**src/rtl/trig_seq_pkg.sv**
```systemverilog
`timescale 1ns/1ps
package trig_seq_pkg;

    typedef enum logic [1:0] {
        LN_IDLE   = 2'd0,
        LN_ARMED  = 2'd1,
        LN_WAIT_A = 2'd2,
        LN_WAIT_B = 2'd3
    } lane_state_e;

endpackage

```
**src/rtl/trig_seq_lane.sv**
```systemverilog
`timescale 1ns/1ps
module trig_seq_lane
    import trig_seq_pkg::*;
#(
    parameter int CNT_W = 16
) (
    input  logic             clk,
    input  logic             rst_n,
    input  logic             blk_en,
    input  logic             lane_en,
    input  logic             use_bypass,
    input  logic             use_chain,
    input  logic             trig_evt,
    input  logic             chain_ack,
    input  logic             conv_done,
    input  logic [CNT_W-1:0] cnt_val,
    input  logic [CNT_W-1:0] dly_val,
    output logic             fire_o,
    output logic             pretrig_o,
    output logic             lock_o
);

    lane_state_e st_q, st_d;
    logic        lane_ok;
    logic        dly_hit;
    logic        done_d;
    logic        done_rise;
    logic        pretrig_q;
    logic        lock_q;

    assign lane_ok   = blk_en && lane_en;
    assign dly_hit   = (cnt_val == dly_val);
    assign done_rise = conv_done && !done_d;

    // next-state logic
    always_comb begin
        st_d = st_q;
        unique case (st_q)
            LN_IDLE: begin
                if (use_chain) begin
                    if (chain_ack) st_d = LN_WAIT_A;
                end else if (trig_evt) begin
                    st_d = use_bypass ? LN_WAIT_A : LN_ARMED;
                end
            end
            LN_ARMED:  if (dly_hit) st_d = LN_IDLE;
            LN_WAIT_A: st_d = LN_WAIT_B;
            LN_WAIT_B: st_d = LN_IDLE;
            default:   st_d = LN_IDLE;
        endcase
        if (!lane_ok) st_d = LN_IDLE;
    end

    always_ff @(posedge clk or negedge rst_n) begin
        if (!rst_n) st_q <= LN_IDLE;
        else        st_q <= st_d;
    end

    assign fire_o = lane_ok &&
                    ((st_q == LN_WAIT_B) || ((st_q == LN_ARMED) && dly_hit));

    // outputs: pulse, edge history, lock
    always_ff @(posedge clk or negedge rst_n) begin
        if (!rst_n) begin
            pretrig_q <= 1'b0;
            done_d    <= 1'b0;
            lock_q    <= 1'b0;
        end else begin
            pretrig_q <= fire_o;
            done_d    <= conv_done;
            if (!lane_ok)       lock_q <= 1'b0;
            else if (fire_o)    lock_q <= 1'b1;
            else if (done_rise) lock_q <= 1'b0;
        end
    end

    assign pretrig_o = pretrig_q;
    assign lock_o    = lock_q;

    AST_BYPASS_LATENCY: assert property (@(posedge clk) disable iff (!rst_n)
        (st_q == LN_IDLE && lane_ok && trig_evt && use_bypass && !use_chain) |=> ##2 pretrig_o);
    AST_CHAIN_LATENCY: assert property (@(posedge clk) disable iff (!rst_n)
        (st_q == LN_IDLE && lane_ok && use_chain && chain_ack) |=> ##2 pretrig_o);
    AST_SINGLE_PULSE: assert property (@(posedge clk) disable iff (!rst_n)
        pretrig_o |=> !pretrig_o);
    AST_LOCK_ON_FIRE: assert property (@(posedge clk) disable iff (!rst_n)
        pretrig_o |-> lock_o);
    AST_LOCK_RELEASE: assert property (@(posedge clk) disable iff (!rst_n)
        (lock_o && !fire_o && conv_done && !done_d) |=> !lock_o);
    AST_DISABLE_CLEARS: assert property (@(posedge clk) disable iff (!rst_n)
        !lane_ok |=> (!lock_o && !pretrig_o && st_q == LN_IDLE));

endmodule

```
**src/rtl/trig_seq_chan.sv**
```systemverilog
`timescale 1ns/1ps
module trig_seq_chan #(
    parameter int LANES = 4
) (
    input  logic             clk,
    input  logic             rst_n,
    input  logic [LANES-1:0] fire,
    input  logic [LANES-1:0] lock,
    input  logic [LANES-1:0] err_clr,
    input  logic             err_ie,
    output logic [LANES-1:0] err_q,
    output logic             err_irq,
    output logic             trig_o
);

    logic any_lock;
    logic any_fire;
    logic trig_q;

    assign any_lock = |lock;
    assign any_fire = |fire;

    always_ff @(posedge clk or negedge rst_n) begin
        if (!rst_n) trig_q <= 1'b0;
        else        trig_q <= any_fire && !any_lock;
    end

    for (genvar i = 0; i < LANES; i++) begin : g_err
        always_ff @(posedge clk or negedge rst_n) begin
            if (!rst_n)                    err_q[i] <= 1'b0;
            else if (fire[i] && any_lock)  err_q[i] <= 1'b1;
            else if (err_clr[i])           err_q[i] <= 1'b0;
        end
    end

    assign err_irq = err_ie && (|err_q);
    assign trig_o  = trig_q;

    AST_TRIG_NEEDS_FREE: assert property (@(posedge clk) disable iff (!rst_n)
        trig_o |-> !$past(any_lock));
    AST_TRIG_PULSE: assert property (@(posedge clk) disable iff (!rst_n)
        trig_o |=> !trig_o);
    AST_ERR_ON_LOCKED: assert property (@(posedge clk) disable iff (!rst_n)
        (any_fire && any_lock) |=> (|err_q));
    AST_ERR_IRQ_GATE: assert property (@(posedge clk) disable iff (!rst_n)
        !err_ie |-> !err_irq);

endmodule

```
**src/rtl/trig_seq_idle.sv**
```systemverilog
`timescale 1ns/1ps
module trig_seq_idle #(
    parameter int CNT_W = 16
) (
    input  logic             clk,
    input  logic             rst_n,
    input  logic             blk_en,
    input  logic [CNT_W-1:0] cnt_val,
    input  logic [CNT_W-1:0] idle_dly,
    input  logic             idle_clr,
    input  logic             idle_ie,
    input  logic             dma_mode,
    input  logic             dma_ack,
    output logic             flag_o,
    output logic             irq_o,
    output logic             dreq_o
);

    logic hit;
    logic flag_q;
    logic dreq_q;

    assign hit = blk_en && (cnt_val == idle_dly);

    always_ff @(posedge clk or negedge rst_n) begin
        if (!rst_n) begin
            flag_q <= 1'b0;
            dreq_q <= 1'b0;
        end else begin
            if (hit)           flag_q <= 1'b1;
            else if (idle_clr) flag_q <= 1'b0;
            if (hit && dma_mode) dreq_q <= 1'b1;
            else if (dma_ack)    dreq_q <= 1'b0;
        end
    end

    assign flag_o = flag_q;
    assign irq_o  = flag_q && idle_ie && !dma_mode;
    assign dreq_o = dreq_q;

    AST_IDLE_SET: assert property (@(posedge clk) disable iff (!rst_n)
        (blk_en && cnt_val == idle_dly) |=> flag_o);
    AST_IRQ_NOT_DMA: assert property (@(posedge clk) disable iff (!rst_n)
        irq_o |-> (!dma_mode && flag_o));
    AST_DREQ_DROP: assert property (@(posedge clk) disable iff (!rst_n)
        (dreq_o && dma_ack && !(hit && dma_mode)) |=> !dreq_o);

endmodule

```
**src/rtl/adc_pretrig_seq.sv**
```systemverilog
`timescale 1ns/1ps
module adc_pretrig_seq #(
    parameter int LANES = 4,
    parameter int CNT_W = 16
) (
    input  logic                   clk,
    input  logic                   rst_n,
    input  logic                   blk_en,
    input  logic                   trig_evt,
    input  logic [CNT_W-1:0]       cnt_val,
    input  logic [LANES-1:0]       lane_en,
    input  logic [LANES-1:0]       lane_byp,
    input  logic [LANES-1:0]       lane_chain,
    input  logic [LANES*CNT_W-1:0] lane_dly,
    input  logic [LANES-1:0]       conv_done,
    input  logic [LANES-1:0]       ack_in,
    input  logic [LANES-1:0]       seq_err_clr,
    input  logic                   seq_err_ie,
    input  logic [CNT_W-1:0]       idle_dly,
    input  logic                   idle_clr,
    input  logic                   idle_ie,
    input  logic                   dma_mode,
    input  logic                   dma_ack,
    output logic [LANES-1:0]       pre_trig,
    output logic                   chan_trig,
    output logic [LANES-1:0]       seq_err,
    output logic                   seq_err_irq,
    output logic                   idle_flag,
    output logic                   idle_irq,
    output logic                   dma_req
);

    logic [LANES-1:0] fire_w;
    logic [LANES-1:0] lock_w;

    for (genvar i = 0; i < LANES; i++) begin : g_lane
        trig_seq_lane #(.CNT_W(CNT_W)) lane_i (
            .clk        (clk),
            .rst_n      (rst_n),
            .blk_en     (blk_en),
            .lane_en    (lane_en[i]),
            .use_bypass (lane_byp[i]),
            .use_chain  (lane_chain[i]),
            .trig_evt   (trig_evt),
            .chain_ack  (ack_in[i]),
            .conv_done  (conv_done[i]),
            .cnt_val    (cnt_val),
            .dly_val    (lane_dly[i*CNT_W +: CNT_W]),
            .fire_o     (fire_w[i]),
            .pretrig_o  (pre_trig[i]),
            .lock_o     (lock_w[i])
        );
    end

    trig_seq_chan #(.LANES(LANES)) chan_i (
        .clk     (clk),
        .rst_n   (rst_n),
        .fire    (fire_w),
        .lock    (lock_w),
        .err_clr (seq_err_clr),
        .err_ie  (seq_err_ie),
        .err_q   (seq_err),
        .err_irq (seq_err_irq),
        .trig_o  (chan_trig)
    );

    trig_seq_idle #(.CNT_W(CNT_W)) idle_i (
        .clk      (clk),
        .rst_n    (rst_n),
        .blk_en   (blk_en),
        .cnt_val  (cnt_val),
        .idle_dly (idle_dly),
        .idle_clr (idle_clr),
        .idle_ie  (idle_ie),
        .dma_mode (dma_mode),
        .dma_ack  (dma_ack),
        .flag_o   (idle_flag),
        .irq_o    (idle_irq),
        .dreq_o   (dma_req)
    );

    AST_PRETRIG_SINGLE_SHOT: assert property (@(posedge clk) disable iff (!rst_n)
        chan_trig |-> (|pre_trig));

endmodule

```
**config.mk**
```make
export PLATFORM = sky130hd
export DESIGN_NAME = adc_pretrig_seq
export DESIGN_NICKNAME = d
export VERILOG_FILES = /design/src/rtl/trig_seq_pkg.sv /design/src/rtl/trig_seq_lane.sv /design/src/rtl/trig_seq_chan.sv /design/src/rtl/trig_seq_idle.sv /design/src/rtl/adc_pretrig_seq.sv
export SDC_FILE = /design/constraint.sdc
export NUM_CORES = 1
export LEC_CHECK = 0
export BUFFER_PORTS_ARGS = -buffer_cell sky130_fd_sc_hd__buf_2
export CAP_MARGIN = 25
export CORE_AREA = 2 2 74 76
export DETAILED_ROUTE_END_ITERATION = 10
export DIE_AREA = 0 0 76 78
export GPL_ROUTABILITY_DRIVEN = 0
export PLACE_DENSITY = 0.79
export RECOVER_POWER = 25
export SLEW_MARGIN = 20
export SYNTH_ARGS = -nofsm -noshare
export SYNTH_HDL_FRONTEND = slang
export SYNTH_SLANG_ARGS = --single-unit
```
**constraint.sdc**
```tcl
create_clock -name clk -period 1.3 [get_ports clk]
set_input_delay 0.065 -clock clk [delete_from_list [all_inputs] [get_ports clk]]
set_output_delay 0.065 -clock clk [all_outputs]
set_load 0.01 [all_outputs]
```
* Word level (Yosys, flattened, before mapping)
Cells that the tools add are included.
** Operators by class
- Equality and inequality tests :: 33
- Muxes and demuxes :: 52
- Reductions and logical operators :: 53
** Operators by type and width (count)
- $eq A16 B16 Y1 :: 5
- $mux W2 :: 24
- $ne A4 B4 Y1 const B :: 8
- $pmux W2 S4 :: 4
- $logic_and A1 B1 Y1 :: 26
- $mux W1 :: 24
- $eq A2 B2 Y1 const B :: 8
- $ne A3 B2 Y1 const B :: 4
- $ne A3 B3 Y1 const B :: 4
- $reduce_and A3 Y1 :: 4
- $reduce_bool A2 Y1 :: 6
- $reduce_or A4 Y1 :: 3
- $eq A2 B1 Y1 const B :: 4
- $logic_not A2 Y1 :: 4
- $logic_not A1 Y1 :: 6
- $logic_or A1 B1 Y1 :: 4
** Word-level totals
- Bits in registers :: 27
- Output and inout port bits :: 13
- Input bits :: 129
- Logic and storage cells :: 161

* Depth between registers and ports, before layout
Gate-level depths: netlist of the first run.
- Depth after elaboration :: 6
- Depth in mapped cells :: 6
- Depth with buffers taken out :: 5

* Cells and area by module
From an unflattened synthesis of the first run, not the netlist that was laid out.
** Unflattened totals
- Cell total of the unflattened synthesis :: 221
- Area, all modules :: 2110.8 um^2
** By module, submodules not included
- trig_seq_lane :: instances 4, seq. area each 125.1 um^2, cells each 42, area an instance 401.6 um^2
- trig_seq_idle :: instances 1, seq. area each 50.0 um^2, cells each 36, area an instance 296.5 um^2
- trig_seq_chan :: instances 1, seq. area each 125.1 um^2, cells each 17, area an instance 207.7 um^2

* Worst setup path after synthesis of the first run
OpenSTA, ideal clock, no wires.
- Path kind :: input to register
- Start point :: in cnt_val[0]
- End point :: reg chan_i.trig_q, in the netlist chan_i.trig_o
- Cell stages on the path :: 6
- Arrival time :: 1.157 ns
- Library setup time :: 0.084 ns
- Data required time :: 1.216 ns
- Setup slack :: 0.060 ns
- Buffers on the path :: 1
- Cell sequence :: buf_2 xor2_1 nor4_2 a41o_2 nand4_2 a41oi_2
** On the way
- Longest elaborated chain between the ends :: 6
- Elaborated cells between the ends (all ways) :: 18
- Classes of those cells :: eq/ne (4); reduce/logical (14)
** Ends and longest elaborated chain
- start: declaration :: RTL line adc_pretrig_seq.sv:10 : input logic [CNT_W-1:0] cnt_val,
- $eq A16 B16 Y1 :: RTL line trig_seq_lane.sv:32 : assign dly_hit = (cnt_val == dly_val);
- $logic_and A1 B1 Y1 :: RTL line trig_seq_lane.sv:60 : ((st_q == LN_WAIT_B) || ((st_q == LN_ARMED) && dly_hit));
- $logic_or A1 B1 Y1 :: RTL line trig_seq_lane.sv:60
- $logic_and A1 B1 Y1 :: RTL line trig_seq_lane.sv:59 : assign fire_o = lane_ok &&
- $reduce_or A4 Y1 (*) :: RTL line trig_seq_chan.sv:21 : assign any_fire = |fire;
- $logic_and A1 B1 Y1 (*) :: RTL line trig_seq_chan.sv:25 : else trig_q <= any_fire && !any_lock;
- end signal: assignment :: RTL line trig_seq_chan.sv:25
- end: declaration :: RTL line trig_seq_chan.sv:18 : logic trig_q;
Every way passes the cells marked *; elsewhere a longest branch is shown, timed or not.
A chain may end at the register's enable or synchronous reset.

* Final worst setup path of the first run
- Start point :: reg chan_i.err_q[2]
- End point :: out seq_err_irq
** On the way
- Longest elaborated chain between the ends :: 2
** Ends and longest elaborated chain
- start: declaration :: RTL line trig_seq_chan.sv:11 : output logic [LANES-1:0] err_q,
- start signal: indexed assignment :: RTL line trig_seq_chan.sv:30 : if (!rst_n) err_q[i] <= 1'b0;
- start signal: indexed assignment :: RTL line trig_seq_chan.sv:31 : else if (fire[i] && any_lock) err_q[i] <= 1'b1;
- start signal: indexed assignment :: RTL line trig_seq_chan.sv:32 : else if (err_clr[i]) err_q[i] <= 1'b0;
- $reduce_or A4 Y1 :: RTL line trig_seq_chan.sv:36 : assign err_irq = err_ie && (|err_q);
- $logic_and A1 B1 Y1 :: RTL line trig_seq_chan.sv:36
- end: declaration :: RTL line adc_pretrig_seq.sv:27 : output logic seq_err_irq,
No other way between the ends.

==> summary.md, run 1 <==
| Metric | Value |
|---|---|
| Number of buffers inserted by port buffering | `141` |
| Starting density of the core | `0.424` |
| Max IR drop VDD | `0.000431 V` |
| Depth of the worst register-to-register path | `2` |
| Antenna violations before repair | `0` |
| Die Area | `5930 µm²` |
| Fraction of power spent switching nets | `0.291` |
| Worst max-slew margin expressed relative to the limit | `0.573` |
| Critical path class | `flop to primary output` |
| Max capacitance violation total | `0` |
| Overall track demand over capacity in global routing | `0.217` |
| Area share of xor/xnor cells in the synthesized design | `0.331` |
| Destination of the worst register-to-register timing path | `chan_i.trig_o` |
| Core Footprint | `5040 µm²` |
| Most used flip-flop cell after synthesis | `dfrtp_1` |
| Number of rows in the core area | `26` |
| Clock network fraction of design power | `0.237` |
| Die X | `76 µm` |
| Worst reg2reg startpoint | `g_lane[1].lane_i.lock_o` |
| Global-route wire length before repair | `10.3 mm` |
| Average wire length per cell after detail routing | `14.1 µm` |
| Synthesized area divided by synthesized cell count | `9.43 µm²` |
| N_diodes | `0` |
| Post-route antenna net violation count | `0` |
| Crit path required time | `1.24 ns` |
| Number of clock sinks | `27` |
| Sort of element at the start of the critical path | `flop` |
| Worst setup timing slack at the placement stage | `-0.358 ns` |
| Worst setup EP type | `primary output` |
| Design internal power | `1430 µW` |
| Origin of the worst min-delay path | `dma_mode` |
| Post-layout total power | `2010 µW` |
| Crit path from | `chan_i.err_q[2]` |
| Mapped Area | `2140 µm²` |
| Fin. max-slew vios | `0` |
| Setup repair after global routing missed its margin | `yes` |
| Remaining design rule violation count | `0` |
| Number of flops mapped to enable cells by yosys | `0` |
| Transition time at the pin with the least slew margin | `0.641 ns` |
| IO Pins | `142` |
| Largest net degree at the start of global routing | `28` |
| Minimum hold slack | `0.0494 ns` |
| Combinational Power Share | `0.330` |
| Final wirelength | `6.40 mm` |
| Hold path depth | `3` |
| Worst-case clock buffer depth | `2` |
| Post-route clock period utilization | `0.993` |
| Reg power frac | `0.433` |
| Via count | `2156` |
| Type of the tightest min-delay check | `input port to flop` |
| Fraction of synthesized area in multiplexers | `0` |
| Root buf cell | `clkbuf_8` |
| Synthesis warning total | `0` |
| Time the worst path needs with I/O delays and setup | `1.29 ns` |
| HPWL after DPL | `5.22 mm` |
| Leakage power of the design | `0.00166 µW` |
| Unique cell type count in the Yosys netlist | `27` |
| Largest fanout on the critical path | `3` |
| TritonCTS Buffers | `3` |
| Compound-gate portion of the synthesized area | `0.110` |
| Fin nets | `515` |
| Ratio of routed vias to standard cells | `4.74` |
| Sequential area share after synthesis | `0.316` |
| Number of synthesized register bits | `27` |
| Adder-cell share of the synthesized area | `0` |
| Syn nets | `356` |
| Switching Power | `585 µW` |
| Synth-to-Final Area Change | `47.3%` |
| Critical Path Sink | `seq_err_irq` |
| Layout cell share with drive strength beyond 1 | `0.468` |
| Simple-gate share of the synthesized area | `0.134` |
| Power per cell area | `639 nW/µm²` |
| Setup violations, final | `0` |
| TritonCTS clock tree | `built` |
| Proportion of register bits with asynchronous set or reset after synthesis | `1.00` |
| TritonRoute pass-1 iters | `4` |
| Clock insertion delay at the later pin of the skew report | `0.28 ns` |
| Fmax | `774 MHz` |
| Iter 0 DRT Violations | `51` |
| H-tree lvl count | `1` |
| Die H | `78 µm` |
| Status | `complete, no violations` |
| Post-Syn Instances | `227` |
| Clock transition at the registers of the reported paths | `0.08 ns` |
| Final Hold Fails | `0` |
| Remaining Overflow, GRT | `0` |
| Data arrival time of the critical path | `1.23 ns` |
| Vias in the first global route | `2213` |
| Clock skew after layout | `0.00737 ns` |
| Slack of the critical path | `0.00852 ns` |
| Largest family of logic cells by synthesized area | `XOR/XNOR gates` |
| Setup slack, reg-to-reg | `0.13 ns` |
-- synth_stat cells, drive strengths merged, types with 4 or more instances --
cell | number | area (µm²)
nor2 | 8 | 30.0
xnor2 | 16 | 140
o22ai | 5 | 31.3
nor4 | 18 | 119
nand2 | 10 | 37.5
o21ai | 7 | 35.0
buf | 21 | 174
xor2 | 64 | 568
nand4 | 7 | 56.3
inv | 15 | 56.3
dfrtp | 27 | 676
nor3 | 4 | 20.0
a211oi | 12 | 90.1
a41o | 4 | 41.3
-- repair_timing --
item                                    in CTS  in global routing
resized for setup                            5                  7
setup buffers                                1                  3
endpoints found under the hold margin       37                  0
pin swaps                                    2                  8
endpoints found under the setup margin       3                  7
hold buffers                                11                  0
-- logic make-up (layout without fill, tap and decap cells) --
group | count (synthesis) | after routing
buf+inv | 37 | 195
xor+xnor | 80 | 80
flops | 27 | 27
simple gates | 51 | 51
compound gates | 32 | 32
-- final cells by class --
cell class / instances / area, µm²
clock buffer: 4 / 45.0
fill: 470 / 1890
inverter: 15 / 56.3
multi-input combinational: 163 / 1290
sequential: 27 / 676
tap: 70 / 87.6
timing repair buffer: 176 / 998
-- per-layer routing --
metal	GRT usage	part of all wire
met2	0.387	0.51
met1	0.282	0.41
met5	0	0
met3	0.0291	0.059
met4	0.0473	0.017
-- placed cells by master, fill, tap and decap left out --
cell type,Yosys,routed
buf_2,7,136
xor2_1,63,62
dfrtp_1,27,27
buf_4,5,24
xnor2_1,16,16
inv_1,15,15
a211oi_1,12,12
dlygate4sd3_1,0,11
nand2_1,10,10
nor4_2,1,9
nor4_1,17,9
nor2_1,8,8
o21ai_0,7,7
nand4_1,5,5
o22ai_1,5,5
nor3_1,4,4
clkbuf_1,1,4
a41o_1,3,3
clkbuf_8,0,3
xor2_2,1,2
nand4_2,2,2
nand3_1,2,2
a21oi_1,2,2
a41o_2,1,1
o41a_1,1,1
or4_1,1,1
a41oi_2,1,1
and3_1,1,1
clkbuf_2,0,1
buf_6,9,1
-- sequential cells by signal (all words and copies together) (netlist names) --
| name | flops |
|---|---|
| idle_i.flag_o | 1 |
| g_lane.lane_i.pretrig_o | 4 |
| chan_i.err_q | 4 |
| g_lane.lane_i.lock_o | 4 |
| g_lane.lane_i.st_q | 8 |
| idle_i.dreq_o | 1 |
| g_lane.lane_i.done_d | 4 |
| chan_i.trig_o | 1 |
-- power by group through the flow --
stage | Combinational, µW | Sequential, µW | Clock (µW)
after floorplan | 322 | 883 | 0
after global placement | 596 | 886 | 0
after detailed placement | 609 | 887 | 0
after CTS | 654 | 871 | 480
after global routing | 734 | 873 | 523
final | 665 | 870 | 477
-- worst min-delay path by stage --
| stage | end | slack [ns] |
|---|---|---|
| 3_3_place_gp | g_lane[3].lane_i.pretrig_o | 0.09 |
| 4_1_cts | idle_i.dreq_o | 0.04 |
| 2_1_floorplan | chan_i.err_q[0] | -0.23 |
| 5_1_grt | idle_i.dreq_o | 0.06 |
| 6_report | idle_i.dreq_o | 0.05 |
| 3_5_place_dp | chan_i.err_q[2] | 0.10 |
-- worst max-delay path: stages, from the launching register on --
cell and delay (ns):
dfrtp_1 0.40, o41a_1 0.41, buf_2 0.14
-- per-stage QoR --
step,std cells,util,TNS (ns),cell area [µm²]
after floorplan,227,-,0,2140
after global placement,436,0.576,-3.09,2910
after detailed placement,436,0.576,-3.17,2910
after CTS,452,0.615,0,3100
after global routing,455,0.625,-0.189,3150
final,455,0.625,0,3150
Note: power is estimated with default switching activity, not from simulation.
==> run 2: changes to the inputs <==
--- a/config.mk
+++ b/config.mk
@@ -5,13 +5,15 @@
 export SDC_FILE = /design/constraint.sdc
 export NUM_CORES = 1
 export LEC_CHECK = 0
+export ABC_AREA = 1
 export BUFFER_PORTS_ARGS = -buffer_cell sky130_fd_sc_hd__buf_2
 export CAP_MARGIN = 25
-export CORE_AREA = 2 2 74 76
+export CORE_AREA = 2 2 76 78
 export DETAILED_ROUTE_END_ITERATION = 10
-export DIE_AREA = 0 0 76 78
+export DIE_AREA = 0 0 78 80
 export GPL_ROUTABILITY_DRIVEN = 0
-export PLACE_DENSITY = 0.79
+export GPL_TIMING_DRIVEN = 1
+export PLACE_DENSITY = 0.84
 export RECOVER_POWER = 25
 export SLEW_MARGIN = 20
 export SYNTH_ARGS = -nofsm -noshare
==> constraint.sdc (replaced) <==
create_clock -name clk -period 1.5 [get_ports clk]
set_input_delay 0.075 -clock clk [delete_from_list [all_inputs] [get_ports clk]]
set_output_delay 0.075 -clock clk [all_outputs]
set_load 0.01 [all_outputs]
==> summary.md, run 2 <==
| Metric | Value |
|---|---|
| Cell with the most instances after synthesis | `nand2_1` |
| Worst max-slew margin expressed relative to the limit | `0.575 (+0.00243)` |
| Via count | `3108 (+44%)` |
| Proportion of register bits with asynchronous set or reset after synthesis | `1.00 (unchanged)` |
| Post-placement cell count | `657 (+51%)` |
| IO Pins | `142 (unchanged)` |
| Setup violations, final | `0 (unchanged)` |
| Worst setup timing slack at the placement stage | `0.187 ns (+0.545 ns)` |
| Slack of the critical path | `0.310 ns (+0.301 ns)` |
| Mapped Area | `2570 µm² (+20%)` |
| Remaining design rule violation count | `0 (unchanged)` |
| TritonCTS clock tree | `built` |
| Global-route wire length before repair | `11.8 mm (+14%)` |
| Largest fanout on the critical path | `2 (-1)` |
| Register containing the most flip-flops in the final layout | `g_lane.lane_i.st_q` |
| Setup repair after global routing missed its margin | `no` |
| Max IR drop VDD | `0.000319 V (-26%)` |
| Area taken by flip-flops and latches | `676 µm² (unchanged)` |
| Vias in the first global route | `2834 (+28%)` |
| Fmax | `840 MHz` |
| Type of the tightest min-delay check | `input port to flop` |
| Minimum hold slack | `0.0504 ns (+0.00106 ns)` |
| Clock insertion delay at the later pin of the skew report | `0.28 ns (about the same)` |
| Leakage power of the design | `0.00226 µW (+36%)` |
| Syn nets | `581 (+63%)` |
| Number of flops mapped to enable cells by yosys | `0 (unchanged)` |
| Core Footprint | `5410 µm² (+7.2%)` |
| Number of clock sinks | `27 (unchanged)` |
| HPWL after DPL | `6.19 mm (+19%)` |
| Fill cells | `544 (+16%)` |
| Fin Setup TNS | `0 ns (unchanged)` |
| Synth-to-Final Area Change | `34.8%` |
| Clock transition at the registers of the reported paths | `0.09 ns (about the same)` |
| TritonRoute pass-1 iters | `4 (unchanged)` |
| Remaining Overflow, GRT | `0 (unchanged)` |
| Most common cell after layout, fill and taps aside | `nand2_1` |
| Sort of element at the start of the critical path | `flop` |
| Power per cell area | `516 nW/µm² (-19%)` |
| Commonest non-fill, non-tap cells in the layout | `187 x nand2_1, 136 x buf_2, 76 x inv_1` |
| Final Hold Fails | `0 (unchanged)` |
| Max reg flops | `8 (unchanged)` |
| Critical path class | `flop to primary output` |
| Most used flip-flop cell after synthesis | `dfrtp_1` |
| Crit path required time | `1.42 ns (+0.18 ns)` |
| TritonCTS Buffers | `3 (unchanged)` |
| Root buf cell | `clkbuf_8` |
| Final Non-Filler Cells | `672 (+48%)` |
| Largest net degree at the start of global routing | `28 (unchanged)` |
| Transition time at the pin with the least slew margin | `0.637 ns (-0.00364 ns)` |
| Post-route standard cell area excluding fillers | `3460 µm² (+9.8%)` |
| Data arrival time of the critical path | `1.12 ns (-0.11 ns)` |
| Synthesized area divided by synthesized cell count | `5.68 µm² (-40%)` |
| Fin nets | `730 (+42%)` |
| Placement-stage cell area | `3300 µm² (+14%)` |
| Critical-path cell list | `inv_1 -> nand3_1 -> o21a_1 -> buf_2` |
| Largest area contributor in the netlist | `nand2_1` |
| Post-Syn Instances | `452 (+99%)` |
| Synthesis warning total | `0 (unchanged)` |
| Number of rows in the core area | `27 (+3.8%)` |
| Met3 routed wirelength | `550 µm (+46%)` |
| Area fraction of the dominant cell type after synthesis | `0.274 (-0.0423)` |
| Die H | `80 µm (+2.6%)` |
| Worst-case clock buffer depth | `2 (unchanged)` |
| Buffer count from post-CTS setup fixing | `0 (-1)` |
| H-tree lvl count | `1 (unchanged)` |
| Critical Path Max Stage Delay | `0.40 ns (about the same)` |
| Sequential area share after synthesis | `0.263 (-0.0525)` |
| Post-route met1 wirelength | `2.97 mm (+12%)` |
| Iter 0 DRT Violations | `125 (+150%)` |
| Number of buffers inserted by port buffering | `141 (unchanged)` |
| Overall track demand over capacity in global routing | `0.235 (+0.0184)` |
| Top metal layer carrying routed signals | `met4` |
| Length of routed met2 wiring | `3.72 mm (+14%)` |
| Clock skew after layout | `0.00805 ns (+0.000678 ns)` |
| Antenna violations before repair | `0 (unchanged)` |
| Slowest CP cell | `dfrtp_1` |
| Final wirelength | `7.40 mm (+16%)` |
| Status | `complete, no violations` |
| Number of synthesized register bits | `27 (unchanged)` |
| Layout cell share with drive strength beyond 1 | `0.275 (-0.193)` |
| Ratio of routed vias to standard cells | `4.63 (-2.4%)` |
| Die Area | `6240 µm² (+5.3%)` |
| Post-route antenna net violation count | `0 (unchanged)` |
| Unique cell type count in the Yosys netlist | `27 (unchanged)` |
| N_diodes | `0 (unchanged)` |
| Post-CTS sizing | `0 (-5)` |
| Max capacitance violation total | `0 (unchanged)` |
| Fin. max-slew vios | `0 (unchanged)` |
| Post-CTS Hold Buffers | `11 (unchanged)` |
| Most frequent cells after synthesis | `187 x nand2_1, 76 x inv_1, 56 x nor2_1` |
| Total area of multi-input combinational cells | `1480 µm² (+15%)` |
| Average wire length per cell after detail routing | `11.0 µm (-22%)` |
| Starting density of the core | `0.475 (+0.0505)` |
| Time the worst path needs with I/O delays and setup | `1.19 ns` |
| Worst setup EP type | `primary output` |
| Post-route clock period utilization | `0.793` |
| Largest cells by area after synthesis | `nand2_1 27%, dfrtp_1 26%, inv_1 11%` |
| Die X | `78 µm (+2.6%)` |
==> run 2: cell types whose count changed after synthesis, moves of 4 or more <==
cell / delta
a211oi_1: -10
buf_4: +4
inv_2: +15
nor4_1: -15
buf_2: -6
buf_6: -9
nor2_1: +48
nand2_1: +177
nand3_1: +7
o211ai_1: +5
inv_1: +61
xnor2_1: -11
xor2_1: -44
==> run 2: kinds of logic after synthesis <==
kind of cell,share of synthesized area
xor+xnor,0.0819
flops,0.263
compound gates,0.0780
simple gates,0.415
buf+inv,0.161
==> run 2: layer usage <==
| layer | track usage | vias to the layer above |
|---|---|---|
| met4 | 0.0649 | 0 |
| met3 | 0.0441 | 15 |
| met5 | 0 | - |
| met2 | 0.447 | 123 |
| li1 | - | 1637 |
| met1 | 0.268 | 1333 |
==> run 2: metrics by stage <==
stage               total power [µW]  utilization
floorplan                       1080            -
global placement                1340        0.611
detailed placement              1360        0.611
CTS                             1790        0.641
global route                    1910        0.640
finish                          1780        0.640
==> run 2: power by group <==
| group | internal [µW] | switching (µW) | total (µW) |
|---|---|---|---|
| registers | 743 | 10.8 | 753 |
| logic | 281 | 333 | 615 |
| clock network | 189 | 227 | 416 |
| total | 1210 | 571 | 1780 |
==> run 2: worst max-delay path, delay by kind of cell, from the launching register on <==
kind                   cells  cell delay (ns)
AOI/OAI and AO/OA          1             0.16
buffers and inverters      2             0.21
DFF                        1             0.40
and+or+nand+nor            1             0.07
==> run 2: path summary, 6_finish.rpt <==
path | slack, ns | endpoint | cells past startpoint | from
worst max-delay path | 0.31 | seq_err_irq | 4 | chan_i.err_q[2]
worst min-delay path | 0.05 | g_lane[0].lane_i.st_q[1] | 3 | lane_en[0]
worst max register to register | 0.40 | g_lane[0].lane_i.st_q[0] | 4 | g_lane[0].lane_i.st_q[1]
worst min register to register | 0.51 | g_lane[3].lane_i.lock_o | 2 | g_lane[3].lane_i.done_d
max in group asynchronous | 0.74 | g_lane[3].lane_i.done_d | 2 | rst_n
min in group asynchronous | 0.34 | g_lane[0].lane_i.done_d | 2 | rst_n
==> run 2: cell type report <==
type / instances / share of cell area
flip-flops and latches: 27 / 0.195
repair buffers: 154 / 0.239
clock buffers: 3 / 0.0119
multi-input cells: 324 / 0.427
clock inverters: 1 / 0.00217
well taps: 72 / 0.0260
inverters: 91 / 0.0988
